===== src/rtl/retire_ctrl_pkg.sv =====
package retire_ctrl_pkg;

  typedef struct packed {
    logic nop;
    logic load;
    logic barrier;
    logic nonspec;
    logic fault;
    logic squashed;
    logic executed;
  } head_flags_t;

  localparam int FLAG_W = $bits(head_flags_t);

  typedef enum logic [2:0] {
    ACT_IDLE,
    ACT_COMMIT,
    ACT_DROP,
    ACT_NONSPEC,
    ACT_UNCACHED,
    ACT_TRAP,
    ACT_BAD,
    ACT_STALL
  } slot_act_e;

  function automatic logic first_position(input int unsigned used);
    return used == 0;
  endfunction

endpackage


===== src/rtl/retire_slot_decide.sv =====
module retire_slot_decide
  import retire_ctrl_pkg::*;
#(
  parameter int CW = 3
) (
  input  logic        live_i,
  input  logic        valid_i,
  input  logic        ready_i,
  input  head_flags_t flags_i,
  input  logic [CW-1:0] used_i,
  input  logic        stores_i,
  output slot_act_e   act_o,
  output logic        tally_o,
  output logic        live_o,
  output logic [CW-1:0] used_o
);

  logic at_front;
  assign at_front = first_position(int'(used_i)) && !stores_i;

  always_comb begin
    act_o   = ACT_IDLE;
    live_o  = 1'b0;
    used_o  = used_i;
    tally_o = 1'b0;
    if (live_i) begin
      if (!valid_i || !ready_i) begin
        act_o = ACT_STALL;
      end else if (flags_i.squashed) begin
        act_o  = ACT_DROP;
        live_o = 1'b1;
      end else if (!flags_i.executed) begin
        if (flags_i.nonspec || flags_i.barrier) begin
          act_o = at_front ? ACT_NONSPEC : ACT_STALL;
        end else if (flags_i.load) begin
          act_o = ACT_UNCACHED;
        end else begin
          act_o = ACT_BAD;
        end
      end else if (flags_i.fault) begin
        act_o = at_front ? ACT_TRAP : ACT_STALL;
      end else begin
        act_o   = ACT_COMMIT;
        live_o  = 1'b1;
        used_o  = used_i + 1'b1;
        tally_o = !flags_i.nop;
      end
    end
  end

endmodule


===== src/rtl/retire_trap_state.sv =====
module retire_trap_state #(
  parameter int THREADS = 2,
  parameter int TID_W   = 1
) (
  input  logic               clk,
  input  logic               rst_n,
  input  logic               set_i,
  input  logic [TID_W-1:0]   tid_i,
  input  logic [THREADS-1:0] clear_i,
  output logic [THREADS-1:0] pending_o
);

  logic [THREADS-1:0] pend_q;

  always_ff @(posedge clk or negedge rst_n) begin
    if (!rst_n) begin
      pend_q <= '0;
    end else begin
      for (int t = 0; t < THREADS; t++) begin
        if (set_i && int'(tid_i) == t) pend_q[t] <= 1'b1;
        else if (clear_i[t])           pend_q[t] <= 1'b0;
      end
    end
  end

  assign pending_o = pend_q;

  assert_trap_latched_R6: assert property (@(posedge clk) disable iff (!rst_n)
    set_i |=> pend_q[$past(tid_i)]);

endmodule


===== src/rtl/retire_counters.sv =====
module retire_counters #(
  parameter int CW    = 3,
  parameter int CNT_W = 16
) (
  input  logic             clk,
  input  logic             rst_n,
  input  logic [CW-1:0]    insn_inc_i,
  input  logic [CW-1:0]    drop_inc_i,
  input  logic             full_i,
  output logic [CNT_W-1:0] insn_o,
  output logic [CNT_W-1:0] drop_o,
  output logic [CNT_W-1:0] bw_o
);

  logic [CNT_W-1:0] insn_q, drop_q, bw_q;

  always_ff @(posedge clk or negedge rst_n) begin
    if (!rst_n) begin
      insn_q <= '0;
      drop_q <= '0;
      bw_q   <= '0;
    end else begin
      insn_q <= insn_q + CNT_W'(insn_inc_i);
      drop_q <= drop_q + CNT_W'(drop_inc_i);
      if (full_i) bw_q <= bw_q + CNT_W'(1);
    end
  end

  assign insn_o = insn_q;
  assign drop_o = drop_q;
  assign bw_o   = bw_q;

  assert_bw_step_R8: assert property (@(posedge clk) disable iff (!rst_n)
    full_i |=> bw_q == $past(bw_q) + CNT_W'(1));
  assert_bw_hold_R8: assert property (@(posedge clk) disable iff (!rst_n)
    !full_i |=> $stable(bw_q));

endmodule


===== src/rtl/retire_ctrl.sv =====
module retire_ctrl
  import retire_ctrl_pkg::*;
#(
  parameter int WIDTH   = 4,
  parameter int THREADS = 2,
  parameter int SEQ_W   = 16,
  parameter int CNT_W   = 16,
  localparam int TID_W  = (THREADS > 1) ? $clog2(THREADS) : 1,
  localparam int CW     = $clog2(WIDTH + 1)
) (
  input  logic                      clk,
  input  logic                      rst_n,
  input  logic                      sel_valid_i,
  input  logic [TID_W-1:0]          sel_tid_i,
  input  logic                      stores_pending_i,
  input  logic [WIDTH-1:0]          head_valid_i,
  input  logic [WIDTH-1:0]          head_ready_i,
  input  logic [WIDTH*FLAG_W-1:0]   head_flags_i,
  input  logic [WIDTH*SEQ_W-1:0]    head_seq_i,
  input  logic [THREADS-1:0]        trap_clear_i,
  output logic [WIDTH-1:0]          retire_o,
  output logic [WIDTH-1:0]          commit_o,
  output logic [WIDTH-1:0]          canc_clr_o,
  output logic                      nonspec_req_o,
  output logic [SEQ_W-1:0]          nonspec_seq_o,
  output logic                      uncached_req_o,
  output logic [SEQ_W-1:0]          uncached_seq_o,
  output logic                      trap_req_o,
  output logic [TID_W-1:0]          trap_tid_o,
  output logic                      bad_head_o,
  output logic [THREADS-1:0]        trap_pending_o,
  output logic [CNT_W-1:0]          insn_count_o,
  output logic [CNT_W-1:0]          squash_count_o,
  output logic [CNT_W-1:0]          bwlimit_count_o
);

  function automatic logic [CW-1:0] popcount(input logic [WIDTH-1:0] v);
    logic [CW-1:0] n = '0;
    for (int k = 0; k < WIDTH; k++) n = n + CW'(v[k]);
    return n;
  endfunction

  logic               live  [WIDTH+1];
  logic [CW-1:0]      used  [WIDTH+1];
  slot_act_e          act   [WIDTH];
  logic [WIDTH-1:0]   tally;
  logic [WIDTH-1:0]   dropped;
  logic               thread_blocked;
  logic               full_cycle;

  assign thread_blocked = (int'(sel_tid_i) < THREADS) ? trap_pending_o[sel_tid_i] : 1'b1;
  assign live[0] = sel_valid_i && !thread_blocked;
  assign used[0] = '0;

  for (genvar i = 0; i < WIDTH; i++) begin : g_slot
    retire_slot_decide #(.CW(CW)) u_decide (
      .live_i  (live[i]),
      .valid_i (head_valid_i[i]),
      .ready_i (head_ready_i[i]),
      .flags_i (head_flags_t'(head_flags_i[i*FLAG_W +: FLAG_W])),
      .used_i  (used[i]),
      .stores_i(stores_pending_i),
      .act_o   (act[i]),
      .tally_o (tally[i]),
      .live_o  (live[i+1]),
      .used_o  (used[i+1])
    );
  end

  always_comb begin
    retire_o       = '0;
    commit_o       = '0;
    canc_clr_o     = '0;
    dropped        = '0;
    nonspec_req_o  = 1'b0;
    nonspec_seq_o  = '0;
    uncached_req_o = 1'b0;
    uncached_seq_o = '0;
    trap_req_o     = 1'b0;
    bad_head_o     = 1'b0;
    for (int i = 0; i < WIDTH; i++) begin
      unique case (act[i])
        ACT_COMMIT: begin
          retire_o[i] = 1'b1;
          commit_o[i] = 1'b1;
        end
        ACT_DROP: begin
          retire_o[i] = 1'b1;
          dropped[i]  = 1'b1;
        end
        ACT_NONSPEC: begin
          nonspec_req_o = 1'b1;
          nonspec_seq_o = head_seq_i[i*SEQ_W +: SEQ_W];
          canc_clr_o[i] = 1'b1;
        end
        ACT_UNCACHED: begin
          uncached_req_o = 1'b1;
          uncached_seq_o = head_seq_i[i*SEQ_W +: SEQ_W];
          canc_clr_o[i]  = 1'b1;
        end
        ACT_TRAP: trap_req_o = 1'b1;
        ACT_BAD:  bad_head_o = 1'b1;
        default: ;
      endcase
    end
  end

  assign trap_tid_o = sel_tid_i;
  assign full_cycle = (used[WIDTH] == CW'(WIDTH));

  retire_trap_state #(.THREADS(THREADS), .TID_W(TID_W)) u_trap (
    .clk      (clk),
    .rst_n    (rst_n),
    .set_i    (trap_req_o),
    .tid_i    (sel_tid_i),
    .clear_i  (trap_clear_i),
    .pending_o(trap_pending_o)
  );

  retire_counters #(.CW(CW), .CNT_W(CNT_W)) u_cnt (
    .clk       (clk),
    .rst_n     (rst_n),
    .insn_inc_i(popcount(tally)),
    .drop_inc_i(popcount(dropped)),
    .full_i    (full_cycle),
    .insn_o    (insn_count_o),
    .drop_o    (squash_count_o),
    .bw_o      (bwlimit_count_o)
  );

  assert_one_request_R10: assert property (@(posedge clk) disable iff (!rst_n)
    $onehot0({nonspec_req_o, uncached_req_o, trap_req_o, bad_head_o}));
  assert_idle_unselected_R1: assert property (@(posedge clk) disable iff (!rst_n)
    !sel_valid_i |-> (retire_o == '0 && !trap_req_o && !nonspec_req_o));
  assert_nonspec_first_R4: assert property (@(posedge clk) disable iff (!rst_n)
    nonspec_req_o |-> (!stores_pending_i && commit_o == '0));
  assert_trap_first_R6: assert property (@(posedge clk) disable iff (!rst_n)
    trap_req_o |-> (!stores_pending_i && commit_o == '0));
  assert_commit_subset_R3: assert property (@(posedge clk) disable iff (!rst_n)
    (commit_o & ~retire_o) == '0);
  assert_squash_step_R2: assert property (@(posedge clk) disable iff (!rst_n)
    (retire_o == '0) |=> $stable(squash_count_o));

endmodule


===== config.mk =====
export PLATFORM = sky130hd
export DESIGN_NAME = retire_ctrl
export DESIGN_NICKNAME = d
export VERILOG_FILES = /design/src/rtl/retire_ctrl_pkg.sv /design/src/rtl/retire_slot_decide.sv /design/src/rtl/retire_trap_state.sv /design/src/rtl/retire_counters.sv /design/src/rtl/retire_ctrl.sv
export SDC_FILE = /design/constraint.sdc
export NUM_CORES = 1
export LEC_CHECK = 0
export BUFFER_PORTS_ARGS = -buffer_cell sky130_fd_sc_hd__buf_2
export CORE_MARGIN = 2
export CORE_UTILIZATION = 45
export DETAILED_ROUTE_END_ITERATION = 7
export HOLD_SLACK_MARGIN = 0.15
export MAX_ROUTING_LAYER = met4
export PLACE_DENSITY_LB_ADDON = 0.25
export SETUP_SLACK_MARGIN = 0.15
export SLEW_MARGIN = 20
export SYNTH_ARGS = -nofsm -noshare
export SYNTH_HDL_FRONTEND = slang
export SYNTH_HIERARCHICAL = 1
export SYNTH_SLANG_ARGS = --single-unit

===== constraint.sdc =====
create_clock -name clk -period 8.2 [get_ports clk]
set_clock_uncertainty 0.2 [all_clocks]
set_input_delay 1.23 -clock clk [delete_from_list [all_inputs] [get_ports clk]]
set_output_delay 1.23 -clock clk [all_outputs]
set_load 0.1 [all_outputs]

==> results_dict.tcl <==
set metrics [dict create \
    status "finished clean" \
    grt_max_degree 51 \
    p_switching_mw 0.502 \
    coreArea_um2 10200 \
    syn2layout_area_growth_pct 26.5 \
    cts_tree "built" \
    synth.avg_cell_area_um2 8.83 \
    final_nets 858 \
    diodes 0 \
    detail_route.vias_per_cell 5.68 \
    cts_num_sinks 50 \
    place_hpwl_um 10700 \
    p_seq_share_pct 32.2 \
    r2r_cells 26 \
    final_common_cell "buf_2" \
    layout-drive-gt1-share_pct 34.2 \
    clk_pin_slew_ns 0.08 \
    swShare_pct 53.3 \
    htree_levels 2 \
    synthesis.area_um2 4700 \
    pre_cts_ws_ns 0.828 \
    track_usage_pct 24.2 \
    vias 4914 \
    timing.final.hold_violations 0 \
    place_area_um2 5850 \
    die_h_um 106 \
    pwr-share-clk_pct 15.4 \
    maxSlewViolCount 0 \
    grt_pass1_wl_um 21900 \
    die_w_um 106 \
    final_cell_area_um2 5950 \
    crit_arrival_ns 5.93 \
    regToRegSetupSlack_ns 1.95 \
    clk_latency_ns 0.29 \
    crit_path_end_kind "output port" \
    cp.required_ns 6.77 \
    hp-class "reg2reg" \
    fin_util_pct 58.2 \
    max_freq_mhz 136 \
    finalSetupTns_ns 0 \
    start_util_pct 46.0 \
    pin_count 206 \
    tightest_slew_ns 0.981 \
    num_rows 37 \
    combPwrFrac_pct 52.4 \
    drcViolationCount 0 \
    fp.dieArea_um2 11300 \
    dp_cells 856 \
    first_iter_violations 308 \
    min_path_cells 1 \
    vdd_drop_max_v 0.000154 \
    min_period_over_period_pct 89.7 \
    cts_buffers 5 \
    drv_cap 0 \
    startpoint_type "input port" \
    final-setup-viol-count 0 \
    crit_end "nonspec_seq_o[0]" \
    worstSetupPathType "in2out" \
    rsz0062_at_grt "false" \
    worst_slack_ns 0.842 \
    timing.rr.end "u_cnt/drop_o[11]" \
    wl_um 13800 \
    clock_path_buffers 2 \
    cts_hold_buf 0 \
    power_density_nw_per_um2 158 \
    n_fill_cell 932 \
    grt_overflow 0 \
    layout_common_cells "204 x buf_2, 50 x dfrtp_1, 46 x inv_1" \
    p_int_mw 0.439 \
    max_slew_margin_pct 34.5 \
    antenna_found_initial 0 \
    startpoint "sel_tid_i" \
    synth_warnings 6 \
    timing.rr.start "u_trap/pending_o[1]" \
    grt_pass1_vias 4568 \
    crit_fanout 17 \
    cts-resized-gates 0 \
    drt-pass1-iter-count 5 \
    post-cts-setup-buffers 0 \
    timing.final.crit_period_ns 7.36 \
    synthCells 533 \
    drtAntennaViolNets 0 \
    p_leak_nw 3.17 \
    cts-root-buf "clkbuf_8" \
    port_buffers 205 \
    gp_congestion 0.933 \
    instances_no_fill 865 \
    wl_per_cell_um 15.9 \
]
==> area by class of cell <==
type	count	area [um2]	share of cell area (%)
flip-flops and latches	50	1250	21.0
inverters	46	173	2.90
clock inverters	1	5.00	0.0841
multi-input cells	414	3190	53.6
clock buffers	7	86.3	1.45
repair buffers	211	1080	18.1
well taps	136	170	2.86
==> through the flow <==
| step | hold WS, ns | power, mW |
|---|---|---|
| detailed placement | 0.257 | 0.801 |
| finish | 0.280 | 0.940 |
| global route | 0.284 | 0.983 |
| global placement | 0.254 | 0.793 |
| floorplan | 0.734 | 0.693 |
| CTS | 0.278 | 0.947 |
==> routing by layer <==
metal | vias up | routed length, um | global-route usage (%)
met5 | - | 0 | -
met4 | 0 | 155 | 6.11
met3 | 14 | 962 | 3.25
met2 | 207 | 6780 | 40.8
met1 | 2355 | 5870 | 30.7
li1 | 2338 | - | -
==> critical path: stages <==
cell and delay (ns):
buf_2 0.13, mux2i_1 0.17, and2_1 0.23, and3_1 0.24
xnor2_1 0.16, inv_1 0.10, ha_1 0.28, mux2_2 0.17
inv_1 0.05, ha_1 0.26, mux2_2 0.29, inv_1 0.06
ha_1 0.12, or3b_1 0.35, or4_1 0.46, and3_1 0.23
inv_1 0.13, and3_1 0.62, o2bb2ai_1 0.20, buf_2 0.45
==> sequential cells by signal, indices dropped and copies added, names as in the netlist <==
register	count
u_trap/pending_o	2
u_cnt/bw_o	16
u_cnt/drop_o	16
u_cnt/insn_o	16
==> how the worst min path moves through the flow <==
| stage | slack, ns | endpoint | from |
|---|---|---|---|
| after floorplan | 0.73 | u_cnt/bw_o[0] | rst_n |
| after global placement | 0.25 | u_cnt/drop_o[15] | u_cnt/drop_o[15] |
| after detailed placement | 0.26 | u_cnt/insn_o[15] | u_cnt/insn_o[15] |
| after CTS | 0.28 | u_cnt/insn_o[15] | u_cnt/insn_o[15] |
| after global routing | 0.28 | u_cnt/insn_o[15] | u_cnt/insn_o[15] |
| final | 0.28 | u_cnt/insn_o[15] | u_cnt/insn_o[15] |
==> power by group through the flow <==
stage / logic [mW] / registers, mW / clock network (mW)
6_report: 0.492 / 0.303 / 0.145
5_1_grt: 0.512 / 0.308 / 0.163
4_1_cts: 0.493 / 0.304 / 0.151
3_5_place_dp: 0.492 / 0.308 / 0
3_3_place_gp: 0.486 / 0.307 / 0
2_1_floorplan: 0.186 / 0.506 / 0
No activity file was read; power rests on OpenSTA's default activity.
